--- config.mk ---
export PLATFORM = sky130hd
export DESIGN_NAME = i2c_byte_rx
export DESIGN_NICKNAME = d
export VERILOG_FILES = /design/src/rtl/i2c_rx_pkg.sv /design/src/rtl/i2c_rx_sync.sv /design/src/rtl/i2c_rx_cond.sv /design/src/rtl/i2c_rx_engine.sv /design/src/rtl/i2c_byte_rx.sv
export SDC_FILE = /design/constraint.sdc
export NUM_CORES = 1
export LEC_CHECK = 0
export BUFFER_PORTS_ARGS = -buffer_cell sky130_fd_sc_hd__buf_2
export CAP_MARGIN = 20
export CORE_MARGIN = 3
export CORE_UTILIZATION = 51
export CTS_CLUSTER_SIZE = 14
export DETAILED_ROUTE_END_ITERATION = 10
export GPL_TIMING_DRIVEN = 0
export PLACE_DENSITY = 0.71
export SYNTH_ARGS = -nofsm -noshare
export SYNTH_HDL_FRONTEND = slang
export SYNTH_SLANG_ARGS = --single-unit
--- constraint.sdc ---
create_clock -name clk -period 2.5 [get_ports clk]
set_input_delay 0.375 -clock clk [delete_from_list [all_inputs] [get_ports clk]]
set_output_delay 0.375 -clock clk [all_outputs]
set_load 0.02 [all_outputs]
--- src/rtl/i2c_rx_pkg.sv ---
package i2c_rx_pkg;
    typedef enum logic [1:0] {
        PH_IDLE = 2'd0,
        PH_ADDR = 2'd1,
        PH_DATA = 2'd2,
        PH_SKIP = 2'd3
    } rx_phase_e;
endpackage

--- src/rtl/i2c_rx_sync.sv ---
module i2c_rx_sync #(
    parameter int LINES  = 2,
    parameter int STAGES = 2
) (
    input  logic             clk,
    input  logic             rst_n,
    input  logic [LINES-1:0] line_in,
    output logic [LINES-1:0] line_now,
    output logic [LINES-1:0] line_prev
);
    for (genvar g = 0; g < LINES; g++) begin : g_line
        logic [STAGES-1:0] pipe_d, pipe_q;
        logic              prev_d, prev_q;

        always_comb begin
            pipe_d = {pipe_q[STAGES-2:0], line_in[g]};
            prev_d = pipe_q[STAGES-1];
        end

        always_ff @(posedge clk or negedge rst_n) begin
            if (!rst_n) begin
                pipe_q <= '1;
                prev_q <= 1'b1;
            end else begin
                pipe_q <= pipe_d;
                prev_q <= prev_d;
            end
        end

        assign line_now[g]  = pipe_q[STAGES-1];
        assign line_prev[g] = prev_q;
    end
endmodule

--- src/rtl/i2c_rx_cond.sv ---
module i2c_rx_cond (
    input  logic scl_now,
    input  logic scl_prev,
    input  logic sda_now,
    input  logic sda_prev,
    output logic scl_rise,
    output logic scl_fall,
    output logic start_det,
    output logic stop_det
);
    logic scl_held;

    always_comb begin
        scl_held  = scl_now & scl_prev;
        scl_rise  = scl_now & ~scl_prev;
        scl_fall  = ~scl_now & scl_prev;
        start_det = scl_held & sda_prev & ~sda_now;
        stop_det  = scl_held & ~sda_prev & sda_now;
    end
endmodule

--- src/rtl/i2c_rx_engine.sv ---
module i2c_rx_engine
    import i2c_rx_pkg::*;
#(
    parameter int ADDR_W = 7
) (
    input  logic              clk,
    input  logic              rst_n,
    input  logic [ADDR_W-1:0] own_addr,
    input  logic              sda_now,
    input  logic              scl_rise,
    input  logic              scl_fall,
    input  logic              start_det,
    input  logic              stop_det,
    output logic              sda_pull,
    output logic [ADDR_W:0]   rx_data,
    output logic              rx_valid,
    output logic              bus_busy,
    output logic              selected
);
    localparam int BYTE_W = ADDR_W + 1;
    localparam int CNT_W  = $clog2(BYTE_W + 2);
    localparam logic [CNT_W-1:0] LAST_BIT = CNT_W'(BYTE_W - 1);
    localparam logic [CNT_W-1:0] ACK_SLOT = CNT_W'(BYTE_W);
    localparam logic [CNT_W-1:0] ACK_DONE = CNT_W'(BYTE_W + 1);

    typedef struct packed {
        rx_phase_e         ph;
        logic [CNT_W-1:0]  cnt;
        logic [BYTE_W-1:0] sh;
        logic              ack_pend;
        logic              pull;
        logic [BYTE_W-1:0] dat;
        logic              vld;
    } eng_t;

    eng_t              st_d, st_q;
    logic [BYTE_W-1:0] shift_next;

    always_comb begin
        st_d       = st_q;
        st_d.vld   = 1'b0;
        shift_next = {st_q.sh[BYTE_W-2:0], sda_now};
        if (stop_det) begin
            st_d.ph       = PH_IDLE;
            st_d.cnt      = '0;
            st_d.ack_pend = 1'b0;
            st_d.pull     = 1'b0;
        end else if (start_det) begin
            st_d.ph       = PH_ADDR;
            st_d.cnt      = '0;
            st_d.sh       = '0;
            st_d.ack_pend = 1'b0;
            st_d.pull     = 1'b0;
        end else if (st_q.ph != PH_IDLE) begin
            if (scl_rise) begin
                if (st_q.cnt < ACK_SLOT) begin
                    st_d.sh  = shift_next;
                    st_d.cnt = st_q.cnt + 1'b1;
                    if (st_q.cnt == LAST_BIT) begin
                        case (st_q.ph)
                            PH_ADDR: begin
                                if (shift_next[BYTE_W-1:1] == own_addr && !shift_next[0]) begin
                                    st_d.ph       = PH_DATA;
                                    st_d.ack_pend = 1'b1;
                                end else begin
                                    st_d.ph = PH_SKIP;
                                end
                            end
                            PH_DATA: begin
                                st_d.vld      = 1'b1;
                                st_d.dat      = shift_next;
                                st_d.ack_pend = 1'b1;
                            end
                            default: ;
                        endcase
                    end
                end else if (st_q.cnt == ACK_SLOT) begin
                    st_d.cnt = ACK_DONE;
                end
            end else if (scl_fall) begin
                if (st_q.cnt == ACK_SLOT && st_q.ack_pend) begin
                    st_d.pull     = 1'b1;
                    st_d.ack_pend = 1'b0;
                end else if (st_q.cnt == ACK_DONE) begin
                    st_d.pull = 1'b0;
                    st_d.cnt  = '0;
                end
            end
        end
    end

    always_ff @(posedge clk or negedge rst_n) begin
        if (!rst_n) begin
            st_q <= '{ph: PH_IDLE, cnt: '0, sh: '0, ack_pend: 1'b0,
                      pull: 1'b0, dat: '0, vld: 1'b0};
        end else begin
            st_q <= st_d;
        end
    end

    assign sda_pull = st_q.pull;
    assign rx_data  = st_q.dat;
    assign rx_valid = st_q.vld;
    assign bus_busy = (st_q.ph != PH_IDLE);
    assign selected = (st_q.ph == PH_DATA);


    strobe_single_chk: assert property (@(posedge clk) disable iff (!rst_n)
        rx_valid |=> !rx_valid);


    strobe_needs_sel_chk: assert property (@(posedge clk) disable iff (!rst_n)
        rx_valid |-> selected);


    stop_idles_chk: assert property (@(posedge clk) disable iff (!rst_n)
        stop_det |=> (!bus_busy && !selected && !sda_pull));


    start_arms_chk: assert property (@(posedge clk) disable iff (!rst_n)
        start_det |=> (bus_busy && !selected && !sda_pull));


    pull_on_fall_chk: assert property (@(posedge clk) disable iff (!rst_n)
        $rose(sda_pull) |-> $past(scl_fall));


    pull_in_busy_chk: assert property (@(posedge clk) disable iff (!rst_n)
        sda_pull |-> bus_busy);
endmodule

--- src/rtl/i2c_byte_rx.sv ---
module i2c_byte_rx #(
    parameter int ADDR_W      = 7,
    parameter int SYNC_STAGES = 2
) (
    input  logic              clk,
    input  logic              rst_n,
    input  logic [ADDR_W-1:0] own_addr,
    input  logic              scl_in,
    input  logic              sda_in,
    output logic              sda_pull,
    output logic [ADDR_W:0]   rx_data,
    output logic              rx_valid,
    output logic              bus_busy,
    output logic              selected
);
    localparam int LN_SCL = 1;
    localparam int LN_SDA = 0;

    logic [1:0] ln_now, ln_prev;
    logic       scl_rise, scl_fall, start_det, stop_det;

    i2c_rx_sync #(.LINES(2), .STAGES(SYNC_STAGES)) u_sync (
        .clk      (clk),
        .rst_n    (rst_n),
        .line_in  ({scl_in, sda_in}),
        .line_now (ln_now),
        .line_prev(ln_prev)
    );

    i2c_rx_cond u_cond (
        .scl_now  (ln_now[LN_SCL]),
        .scl_prev (ln_prev[LN_SCL]),
        .sda_now  (ln_now[LN_SDA]),
        .sda_prev (ln_prev[LN_SDA]),
        .scl_rise (scl_rise),
        .scl_fall (scl_fall),
        .start_det(start_det),
        .stop_det (stop_det)
    );

    i2c_rx_engine #(.ADDR_W(ADDR_W)) u_eng (
        .clk      (clk),
        .rst_n    (rst_n),
        .own_addr (own_addr),
        .sda_now  (ln_now[LN_SDA]),
        .scl_rise (scl_rise),
        .scl_fall (scl_fall),
        .start_det(start_det),
        .stop_det (stop_det),
        .sda_pull (sda_pull),
        .rx_data  (rx_data),
        .rx_valid (rx_valid),
        .bus_busy (bus_busy),
        .selected (selected)
    );
endmodule

==> summary.md <==
| Metric | Value |
|---|---|
| CTS Hold Bufs | 0 |
| Leakage power | 0.853 nW |
| Hold slack | 0.0485 ns |
| Die footprint | 3870 um2 |
| Post-Synthesis Cells | 149 |
| Post-synthesis adder-cell area fraction | 0.0465 |
| CORE AREA | 2880 um2 |
| Pwr Total | 1.10 mW |
| Register area | 758 um2 |
| Crit. Startpoint | u_sync.g_line[1].pipe_q[1]$_DFF_PN1_ |
| Crit path required time | 2.72 ns |
| Root buf cell | clkbuf_4 |
| Area of the multi-input gates | 719 um2 |
| Post-Synth Simple-Gate Area | 0.127 |
| Total grt overflow | 0 |
| CTS Sinks | 30 |
| Placed Instance Area | 1780 um2 |
| Max-slew violation count | 0 |
| Critical Path AT | 2.25 ns |
| Initial Utilization | 0.561 |
| Hold crit path type | in2async |
| Antenna violations before repair | 0 |
| I/O Buffers | 22 |
| Number of setup violations in the final report | 0 |
| Final setup skew | 0.00681 ns |
| WL per Instance | 13.1 um |
| I/O pins | 23 |
| Top cell family by delay on the critical path | flip-flops |
| Synth Register Bits | 30 |
| Status | completed |
| GRT Total Usage | 0.158 |
| Yosys warnings | 0 |
| FP Rows | 19 |
| Period Utilization, post-route | 0.810 |
| Post-synth cell types | 41 |
| Max-cap violations | 0 |
| Vias in the first global route | 1038 |
| Area growth syn-to-layout | 13.8% |
| Post-CTS Setup Inserts | 0 |
| Gp weighted congestion | 0.802 |
| Clock power frac | 0.271 |
| DRC Markers | 0 |
| Pwr/cell area | 601 nW/um2 |
| Final #Nets | 195 |
| Switching Share | 0.300 |
| Syn Nets | 166 |
| Unrepaired setup endpoints after global routing | no |
| Fill count | 249 |
| DR vias/cell | 5.29 |
| Multiplexer share of the synthesized area | 0.0745 |
| Post-synthesis compound-gate area fraction | 0.154 |
| Tmin final | 2.03 ns |
| Die Height | 62.2 um |
| Dominant synthesized flop cell | dfrtp_1 |
| Mean Syn Cell Area | 10.8 um2 |
| Seq/Total Area, Yosys | 0.470 |
| Pint | 773 uW |
| Inserted Diodes | 0 |
| Worst IR Drop VDD | 0.354 mV |
| Crit Path Max Fanout | 9 |
| Hpwl dp | 2130 um |
| Setup TNS | 0 ns |
| NetSw | 331 uW |
| Buf/Inv on CP | 3 |
| Relative slew slack | 0.578 |
| First-pass GRT wire length | 4770 um |
| Cell Area, Synth | 1610 um2 |
| Slowest stage delay, CP | 0.57 ns |
| Reg-to-reg slack, setup | 0.47 ns |
| Initial DRC count | 73 |
| Crit path cell chain | ha_1, buf_2, clkinv_1, a21oi_4, nor3b_2, buf_6, mux2_4 |
| Max Buffers Root-to-Sink | 2 |
| Number of flops mapped to enable cells by yosys | 0 |
| Largest net degree at the start of global routing | 31 |
| Die Wd | 62.2 um |
| Post-Synth XOR/XNOR Area | 0.0434 |
| Share of flip-flops with an asynchronous set or reset | 1.00 |
| CP Capture Type | flop |
| Clock transition at path regs | 0.09 ns |
| Reg power frac | 0.550 |
| CTS tree | yes |
| Antenna-violating nets left | 0 |
| Clk_lat worst skew | 0.33 ns |
| Final wirelength | 2890 um |
| Tightest Pin Transition | 0.633 ns |
| Largest family of logic cells by synthesized area | compound AO/OA/AOI/OAI gates |
| Layout cells sized above 1 | 0.346 |
| Combinational share of power | 0.178 |
| CP Class | reg2reg |
| CP max-delay cell | dfstp_2 |
| CTS buffer count | 5 |
| DRT Pass-1 Iters | 4 |
| Post_cts resized | 0 |
| Max Fclk | 0.494 GHz |
| Vias | 1169 |
| Final instance area | 1840 um2 |
| Fin. Hold Viols | 0 |
| R2R Path Start | u_sync.g_line[1].pipe_q[1]$_DFF_PN1_ |
| Htree depth | 2 |
| Startpoint types | flop |
routing by layer:
layer | vias to the layer above | share of wire | wire length [um] | track usage
met1 | 556 | 0.47 | 1360 | 0.210
met5 | - | 0 | 0 | 0
met2 | 31 | 0.46 | 1320 | 0.234
met4 | 0 | 0.017 | 49 | 0.0801
li1 | 575 | - | - | -
met3 | 7 | 0.056 | 161 | 0.0450
path summary, 6_finish.rpt:
check,end,cells after the start
min in group clk,u_sync.g_line[1].pipe_q[0]$_DFF_PN1_,1
max in group asynchronous,u_eng.sda_pull$_DFFE_PN0P_,1
hold / removal,u_eng.rx_data[2]$_DFFE_PN0P_,1
setup / recovery,u_eng.rx_data[0]$_DFFE_PN0P_,7
setup reg to reg,u_eng.rx_data[0]$_DFFE_PN0P_,7
hold reg to reg,u_sync.g_line[1].pipe_q[1]$_DFF_PN1_,0
sequential cells by signal, summed over array words and instances, names as in the netlist:
register and cells:
u_eng.rx_data 8, u_eng.rx_valid 1, u_eng.sda_pull 1, u_eng.shift_next 7, u_eng.st_q 7, u_sync.g_line.pipe_q 4, u_sync.g_line.prev_q 2
cell type report:
type,instances,share of cell area
tap,42,0.0286
inverter,8,0.0164
clock inverter,1,0.00273
sequential,30,0.413
buffer,14,0.0573
multi-input combinational,97,0.392
timing repair buffer,22,0.0600
clock buffer,7,0.0300
cells by family (layout without fill, tap and decap cells):
kind of cell	count (synthesis)	in the layout
adder cells (fa/ha/maj)	6	6
XOR/XNOR	8	8
flip-flops	30	30
AND/OR/NAND/NOR	36	36
buffers and inverters	22	52
AO/OA/AOI/OAI	39	39
multiplexers	8	8
power groups by stage:
stage / Sequential [mW] / Clock [mW] / Combinational [mW]
3_3_place_gp: 0.612 / 0 / 0.194
6_report: 0.608 / 0.299 / 0.197
4_1_cts: 0.607 / 0.312 / 0.199
5_1_grt: 0.615 / 0.334 / 0.221
2_1_floorplan: 0.595 / 0 / 0.153
3_5_place_dp: 0.616 / 0 / 0.197
cell usage after synthesis (2+ instances only):
cell type	n	area share
nand2_1	7	0.016
o21ai_1	2	0.0062
nor3_1	2	0.0062
xnor2_1	8	0.043
nand2b_1	4	0.016
a21oi_1	12	0.037
nand3_1	3	0.0093
dfrtp_1	24	0.37
mux2_4	8	0.074
o22ai_1	6	0.023
nand4_1	2	0.0078
and3_1	2	0.0078
buf_2	3	0.0093
dfstp_2	6	0.098
buf_6	2	0.014
buf_4	9	0.042
inv_1	7	0.016
o21ai_0	7	0.022
nor2b_1	3	0.012
ha_1	6	0.047
nor2_1	6	0.014
cell usage in the layout (no fill, tap or decap), types with 2 or more instances in the layout:
master / synthesis / layout
buf_2: 3 / 25
dfrtp_1: 24 / 24
a21oi_1: 12 / 12
buf_4: 9 / 9
mux2_4: 8 / 8
xnor2_1: 8 / 8
inv_1: 7 / 7
nand2_1: 7 / 7
o21ai_0: 7 / 7
nor2_1: 6 / 6
o22ai_1: 6 / 6
ha_1: 6 / 6
dfstp_2: 6 / 6
clkbuf_4: 0 / 5
nand2b_1: 4 / 4
nor2b_1: 3 / 3
nand3_1: 3 / 3
buf_6: 2 / 2
and3_1: 2 / 2
nand4_1: 2 / 2
nor3_1: 2 / 2
o21ai_1: 2 / 2
through the flow:
step	utilization	worst slack, ns	std cells
detailed placement	0.617	0.467	213
finish	0.638	0.474	221
global placement	0.617	0.501	213
global route	0.638	0.337	221
floorplan	-	0.683	149
CTS	0.638	0.457	221
(Power assumes the default switching activity.)
